File: config.mk
export PLATFORM = sky130hd
export DESIGN_NAME = rt_addr_unit
export DESIGN_NICKNAME = d
export VERILOG_FILES = /design/src/rtl/rt_addr_pkg.sv /design/src/rtl/rt_lat_sync.sv /design/src/rtl/rt_cfg_bits.sv /design/src/rtl/rt_addr_hold.sv /design/src/rtl/rt_par_flag.sv /design/src/rtl/rt_addr_unit.sv
export SDC_FILE = /design/constraint.sdc
export NUM_CORES = 1
export LEC_CHECK = 0
export BUFFER_PORTS_ARGS = -buffer_cell sky130_fd_sc_hd__buf_2
export CORE_MARGIN = 8
export CORE_UTILIZATION = 43
export DETAILED_ROUTE_END_ITERATION = 6
export PLACE_DENSITY = 0.81
export REMOVE_ABC_BUFFERS = 1
export SYNTH_ARGS = -nofsm -noshare
export SYNTH_HDL_FRONTEND = slang
export SYNTH_HIERARCHICAL = 1
export SYNTH_SLANG_ARGS = --single-unit
File: constraint.sdc
create_clock -name clk -period 3.65 [get_ports clk]
set_input_delay 0.1825 -clock clk [delete_from_list [all_inputs] [get_ports clk]]
set_output_delay 0.1825 -clock clk [all_outputs]
set_load 0.005 [all_outputs]
File: src/rtl/rt_addr_pkg.sv
package rt_addr_pkg;
  localparam int ADDR_W  = 5;
  localparam int TAG_W   = ADDR_W + 1;
  localparam int DATA_W  = 16;
  localparam int ENH_BIT = 15;
  localparam int LEN_BIT = 3;

  typedef enum logic [1:0] {
    SEL_MODE  = 2'd0,
    SEL_LATCH = 2'd1,
    SEL_ADDR  = 2'd2,
    SEL_SPARE = 2'd3
  } cfg_sel_e;
endpackage

File: src/rtl/rt_lat_sync.sv
module rt_lat_sync #(
  parameter int STAGES = 2
) (
  input  logic clk,
  input  logic rst_n,
  input  logic async_in,
  output logic level,
  output logic rise
);
  // chain[STAGES-1] is the synchronized level, chain[STAGES] its delayed copy
  logic [STAGES:0] chain;

  always_ff @(posedge clk) begin
    if (!rst_n) chain <= '1;   // assume high: no false edge on reset exit
    else        chain <= {chain[STAGES-1:0], async_in};
  end

  assign level = chain[STAGES-1];
  assign rise  = chain[STAGES-1] & ~chain[STAGES];


  rise_single_chk: assert property (@(posedge clk) disable iff (!rst_n)
    rise |=> !rise);
endmodule

File: src/rtl/rt_cfg_bits.sv
module rt_cfg_bits
  import rt_addr_pkg::*;
(
  input  logic              clk,
  input  logic              rst_n,
  input  logic              wr_en,
  input  logic [1:0]        wr_sel,
  input  logic [DATA_W-1:0] wr_data,
  output logic              enh_q,
  output logic              len_q,
  output logic              load
);
  cfg_sel_e sel;
  assign sel = cfg_sel_e'(wr_sel);

  always_ff @(posedge clk) begin
    if (!rst_n) begin
      enh_q <= 1'b0;
      len_q <= 1'b0;
    end else if (wr_en) begin
      if (sel == SEL_MODE)  enh_q <= wr_data[ENH_BIT];
      if (sel == SEL_LATCH) len_q <= wr_data[LEN_BIT];
    end
  end

  assign load = wr_en && (sel == SEL_ADDR) && enh_q && len_q;


  enh_write_chk: assert property (@(posedge clk) disable iff (!rst_n)
    (wr_en && wr_sel == 2'd0) |=> (enh_q == $past(wr_data[ENH_BIT])));

  len_hold_chk: assert property (@(posedge clk) disable iff (!rst_n)
    !(wr_en && wr_sel == 2'd1) |=> $stable(len_q));
endmodule

File: src/rtl/rt_addr_hold.sv
module rt_addr_hold
  import rt_addr_pkg::*;
(
  input  logic             clk,
  input  logic             rst_n,
  input  logic             level,
  input  logic             rise,
  input  logic             load,
  input  logic             src_sel,
  input  logic [TAG_W-1:0] pin_word,
  input  logic [TAG_W-1:0] host_word,
  output logic [TAG_W-1:0] word_q
);
  always_ff @(posedge clk) begin
    if (!rst_n)                word_q <= '0;
    else if (!level || rise)   word_q <= pin_word;
    else if (load)             word_q <= src_sel ? host_word : pin_word;
  end


  transparent_chk: assert property (@(posedge clk) disable iff (!rst_n)
    !level |=> (word_q == $past(pin_word)));

  hold_chk: assert property (@(posedge clk) disable iff (!rst_n)
    (level && !rise && !load) |=> $stable(word_q));
endmodule

File: src/rtl/rt_par_flag.sv
module rt_par_flag
  import rt_addr_pkg::*;
(
  input  logic             clk,
  input  logic             rst_n,
  input  logic [TAG_W-1:0] word,
  output logic             ok_q
);
  always_ff @(posedge clk) begin
    if (!rst_n) ok_q <= 1'b0;
    else        ok_q <= ^word;
  end


  ok_stable_chk: assert property (@(posedge clk) disable iff (!rst_n)
    $stable(word) |=> $stable(ok_q));
endmodule

File: src/rtl/rt_addr_unit.sv
module rt_addr_unit
  import rt_addr_pkg::*;
(
  input  logic              clk,
  input  logic              rst_n,
  input  logic [ADDR_W-1:0] pin_addr,
  input  logic              pin_par,
  input  logic              latch_ctl,
  input  logic              src_sel,
  input  logic              wr_en,
  input  logic [1:0]        wr_sel,
  input  logic [DATA_W-1:0] wr_data,
  output logic [ADDR_W-1:0] term_addr,
  output logic              term_par,
  output logic              addr_ok
);
  logic level, rise, enh_q, len_q, load;
  logic [TAG_W-1:0] word_q;

  rt_lat_sync #(.STAGES(2)) u_sync (
    .clk(clk), .rst_n(rst_n), .async_in(latch_ctl), .level(level), .rise(rise));

  rt_cfg_bits u_cfg (
    .clk(clk), .rst_n(rst_n), .wr_en(wr_en), .wr_sel(wr_sel), .wr_data(wr_data),
    .enh_q(enh_q), .len_q(len_q), .load(load));

  rt_addr_hold u_hold (
    .clk(clk), .rst_n(rst_n), .level(level), .rise(rise), .load(load),
    .src_sel(src_sel), .pin_word({pin_addr, pin_par}),
    .host_word(wr_data[TAG_W-1:0]), .word_q(word_q));

  rt_par_flag u_par (
    .clk(clk), .rst_n(rst_n), .word(word_q), .ok_q(addr_ok));

  assign term_addr = word_q[TAG_W-1:1];
  assign term_par  = word_q[0];


  reset_zero_chk: assert property (@(posedge clk)
    !rst_n |=> (term_addr == '0 && !term_par && !addr_ok));
endmodule

=== Word-level counts from Yosys, hierarchy flattened ===
Index checks and enable logic that the tools add are counted.

* Register bits after elaboration: 12
* Input port bits: 29
* Output and inout port bits: 7
* Logic and storage cells: 22

* Equality and inequality tests: 2
* Mux-type cells: 3
* Bitwise logic cells: 2
* Reduce and logical (&&, ||, !) cells: 10

{| class="wikitable"
|+ Operator list
! kind !! number
|-
| $mux W6 || 3
|-
| $reduce_xor A6 Y1 || 1
|-
| $reduce_and A2 Y1 || 2
|-
| $logic_and A1 B1 Y1 || 3
|-
| $eq A2 B1 Y1 const B || 1
|-
| $eq A2 B2 Y1 const B || 1
|-
| $logic_not A2 Y1 || 1
|-
| $reduce_bool A2 Y1 || 1
|-
| $and A1 B1 Y1 || 1
|-
| $logic_not A1 Y1 || 1
|-
| $logic_or A1 B1 Y1 || 1
|-
| $not A1 Y1 || 1
|}

=== Longest topological paths before layout ===
* Word-level depth: 6
* Mapped depth: 6
* Depth with buffers taken out: 5

=== Cells and area by module ===
Netlist, hierarchy kept.

{| class="wikitable"
|+ By module, submodules not included
! module !! instances !! cells each !! area an instance (µm²) !! seq. area each (µm²)
|-
| rt_addr_hold || 1 || 27 || 285.3 || 120.1
|-
| rt_cfg_bits || 1 || 12 || 107.6 || 40.0
|-
| rt_lat_sync || 1 || 7 || 92.6 || 60.1
|-
| rt_par_flag || 1 || 6 || 82.6 || 20.0
|}

=== Least setup slack after synthesis ===
Ideal clock, no wire load.

* Path kind: register to register
* From: reg u_cfg.enh_q
* To: reg u_hold.word_q[0]
* Setup time: 116 ps
* Data arrival time: 1,252 ps
* Required time: 3,534 ps
* Slack: 2,282 ps
* Cell stages (with the launch flop): 6
* Buffers on the path: 0
* Clock period less this slack: 1,368 ps
* Path through: dfxtp_1 > nand3_1 > nor3b_1 > nand4b_1 > o22a_1 > o211a_1

* Longest elaborated chain between the ends: 3

{| class="wikitable"
|+ RTL lines
! what !! RTL line !! RTL
|-
| from (decl) || rt_cfg_bits.sv:9 || <nowiki>output logic enh_q,</nowiki>
|-
| from (signal assigned) || rt_cfg_bits.sv:21 || <nowiki>if (sel == SEL_MODE) enh_q <= wr_data[ENH_BIT];</nowiki>
|-
| $logic_and A1 B1 Y1 (2 in a row) || rt_cfg_bits.sv:26 || <nowiki>assign load = wr_en && (sel == SEL_ADDR) && enh_q && len_q;</nowiki>
|-
| net load || rt_addr_unit.sv:17 || <nowiki>logic level, rise, enh_q, len_q, load;</nowiki>
|-
| $reduce_bool A2 Y1 (no source line) || n/a ||
|-
| to (signal assigned) || rt_addr_hold.sv:16 || <nowiki>else if (!level || rise) word_q <= pin_word;</nowiki>
|-
| to (signal assigned) || rt_addr_hold.sv:17 || <nowiki>else if (load) word_q <= src_sel ? host_word : pin_word;</nowiki>
|-
| to (decl) || rt_addr_hold.sv:12 || <nowiki>output logic [TAG_W-1:0] word_q</nowiki>
|}

The timed path passes the listed nets, and every way through them passes these cells.
A chain may end at the register's enable or synchronous reset.

=== Worst setup path in the final report ===
Ends and elaborated chain as after synthesis.

==> impl_metrics.json <==
{
  "yosysTopAreaCell": "dfxtp_1",
  "utilization": 0.590,
  "grt_start_max_net_pins": 15,
  "multi_input_area_um2": 319,
  "async_flop_share": 0,
  "drive_gt1_frac": 0.407,
  "worst-path-buf-inv": 0,
  "max_stage_delay_ns": 0.38,
  "root_buffer": "clkbuf_4",
  "synth_warnings": 6,
  "crit_chain": "nand3_1 > nor3b_1 > nand4b_1 > o22a_1 > o211a_1",
  "synth_cell_types": 24,
  "fillCellCount": 119,
  "finalCritPeriodShare": 0.444,
  "cellPowerDensity_mw_per_mm2": 408,
  "htree_levels": 1,
  "cap_violations": 0,
  "core_mm2": 0.00127,
  "cpMaxStageDelayCell": "nor3b_1",
  "numPortBuffers": 26,
  "grt_pass1_wl_um": 2010,
  "synth_commonest_cells": "dfxtp_1 (12), o211a_1 (5), o22a_1 (5)",
  "rows": 13,
  "cp_top_family": "simple AND/OR/NAND/NOR gates",
  "power_leakage_nw": 0.390,
  "vias": 475,
  "status": "finished clean",
  "syn_avg_cell_area_um2": 10.9,
  "yosysSeqAreaShare": 0.423,
  "worst_pin_slew_ns": 0.419,
  "dr.pass1.iters": 2,
  "antenna_found_initial": 0,
  "relSlewSlack": 0.720,
  "finalSetupTns_ns": 0,
  "netlist_area_um2": 568,
  "wl_um": 1340,
  "finalMaxSlewViolations": 0,
  "antennaDiodeCount": 0,
  "first_global_vias": 486,
  "total_power_mw": 0.306,
  "clkSinkCount": 12,
  "cp.required_ns": 3.82,
  "yosysTopAreaCellShare": 0.423,
  "ys_seq_elements": 12,
  "dr.first_iter.drc_count": 6,
  "synth_cells": 52,
  "io_pins": 36,
  "cp.arrival_ns": 1.79,
  "syn_to_final_growth_pct": 31.7,
  "worst_slack_ns": 2.03,
  "vias_per_cell": 4.95,
  "crit_path_end_kind": "flip-flop",
  "clk_pin_slew_ns": 0.08,
  "clk_latency_ns": 0.27,
  "vdd_drop_max_mv": 0.210,
  "hold_buffers": 0,
  "hold_viol_final": 0,
  "final-setup-viol-count": 0,
  "numCtsBuffers": 3,
  "dieHeight_um": 52.3,
  "ff_latch_area_um2": 240,
  "start_kind": "flip-flop",
  "worstPathMaxFanout": 5,
  "start_util": 0.448,
  "max_freq_ghz": 0.617,
  "cts_resized": 0,
  "die_w_um": 52.3,
  "synthFlopType": "dfxtp_1",
  "nets": 111,
  "clockBufferDepth": 2,
  "rsz0062_at_grt": "no",
  "gp_congestion": 0.721,
  "ant_nets": 0,
  "clock_skew_ns": 0.00642,
  "synth_edf_count": 0,
  "avgRoutedWirePerCell_um": 13.9,
  "cts_tree": "done",
  "hold_path.class": "primary input to flip-flop",
  "critical_path_class": "flip-flop to flip-flop",
  "timing.final.crit_period_ns": 1.62,
  "post-place-ws_ns": 2.03,
  "die-area_mm2": 0.00274,
  "post_cts_buffers": 0,
  "synth.most_common_cell": "dfxtp_1",
  "synth_area_leaders": "dfxtp_1 (42%), o211a_1 (8.8%), o22a_1 (7.7%)",
  "route.detailed.drc": 0,
  "overflow": 0,
  "grt_usage": 0.0969
}
where the power goes:
part           switching, mW  leakage (nW)  internal [mW]
combinational         0.0209         0.271         0.0349
sequential           0.00642        0.0987          0.140
clock                 0.0426        0.0210         0.0606
cells in the final DEF, fill, tap and decap left out, drive strengths merged:
cell    instances
buf            26
dfxtp          12
o22a            5
o211a           5
nand2           4
nand2b          4
clkbuf          4
xnor2           3
mux2i           2
a21oi           2
nor3b           2
nor2b           2
nand3           1
nand3b          1
inv             1
or2b            1
nand4b          1
or3b            1
o22ai           1
o221ai          1
xnor3           1
and2            1
through the flow:
stage / cell area [um^2] / hold slack, ns / instances
CTS: 748 / 0.0872 / 96
global route: 748 / 0.0889 / 96
global placement: 712 / 0.363 / 92
finish: 748 / 0.0944 / 96
floorplan: 563 / 0.256 / 51
detailed placement: 712 / 0.367 / 92
kinds of logic after synthesis:
| kind of cell | count (synthesis) | share of synthesized area |
|---|---|---|
| xor gates and xnor gates | 4 | 0.0991 |
| buffers and inverters | 2 | 0.0154 |
| muxes | 2 | 0.0352 |
| DFF | 12 | 0.423 |
| AOI/OAI and AO/OA | 14 | 0.209 |
| and+or+nand+nor | 18 | 0.218 |
worst paths after layout:
check / from / end / slack [ns] / depth (start not counted)
hold / removal: latch_ctl / u_sync/chain[0] / 0.09 / 2
setup reg to reg: u_cfg/enh_q / u_hold/word_q[0] / 2.03 / 5
setup / recovery: u_cfg/enh_q / u_hold/word_q[0] / 2.03 / 5
hold reg to reg: u_sync/chain[0] / u_sync/chain[1] / 0.42 / 1
metal layers:
| metal | GRT usage | vias up | share of wire |
|---|---|---|---|
| met2 | 0.168 | 10 | 0.57 |
| li1 | - | 249 | - |
| met1 | 0.0989 | 216 | 0.39 |
| met5 | 0 | - | 0 |
| met3 | 0.0256 | 0 | 0.040 |
| met4 | 0.0647 | 0 | 0 |
state kept, by name, summed over array words and instances, names as in the netlist:
| signal | flops |
|---|---|
| u_par/ok_q | 1 |
| u_sync/chain | 3 |
| u_cfg/len_q | 1 |
| u_cfg/enh_q | 1 |
| u_hold/word_q | 6 |
final cells by class:
class | count | area share
inverter | 1 | 0.00502
timing repair buffer | 26 | 0.174
sequential | 12 | 0.321
multi-input combinational | 38 | 0.426
tap | 15 | 0.0251
clock buffer | 4 | 0.0485
No activity file was read; power rests on OpenSTA's default activity.
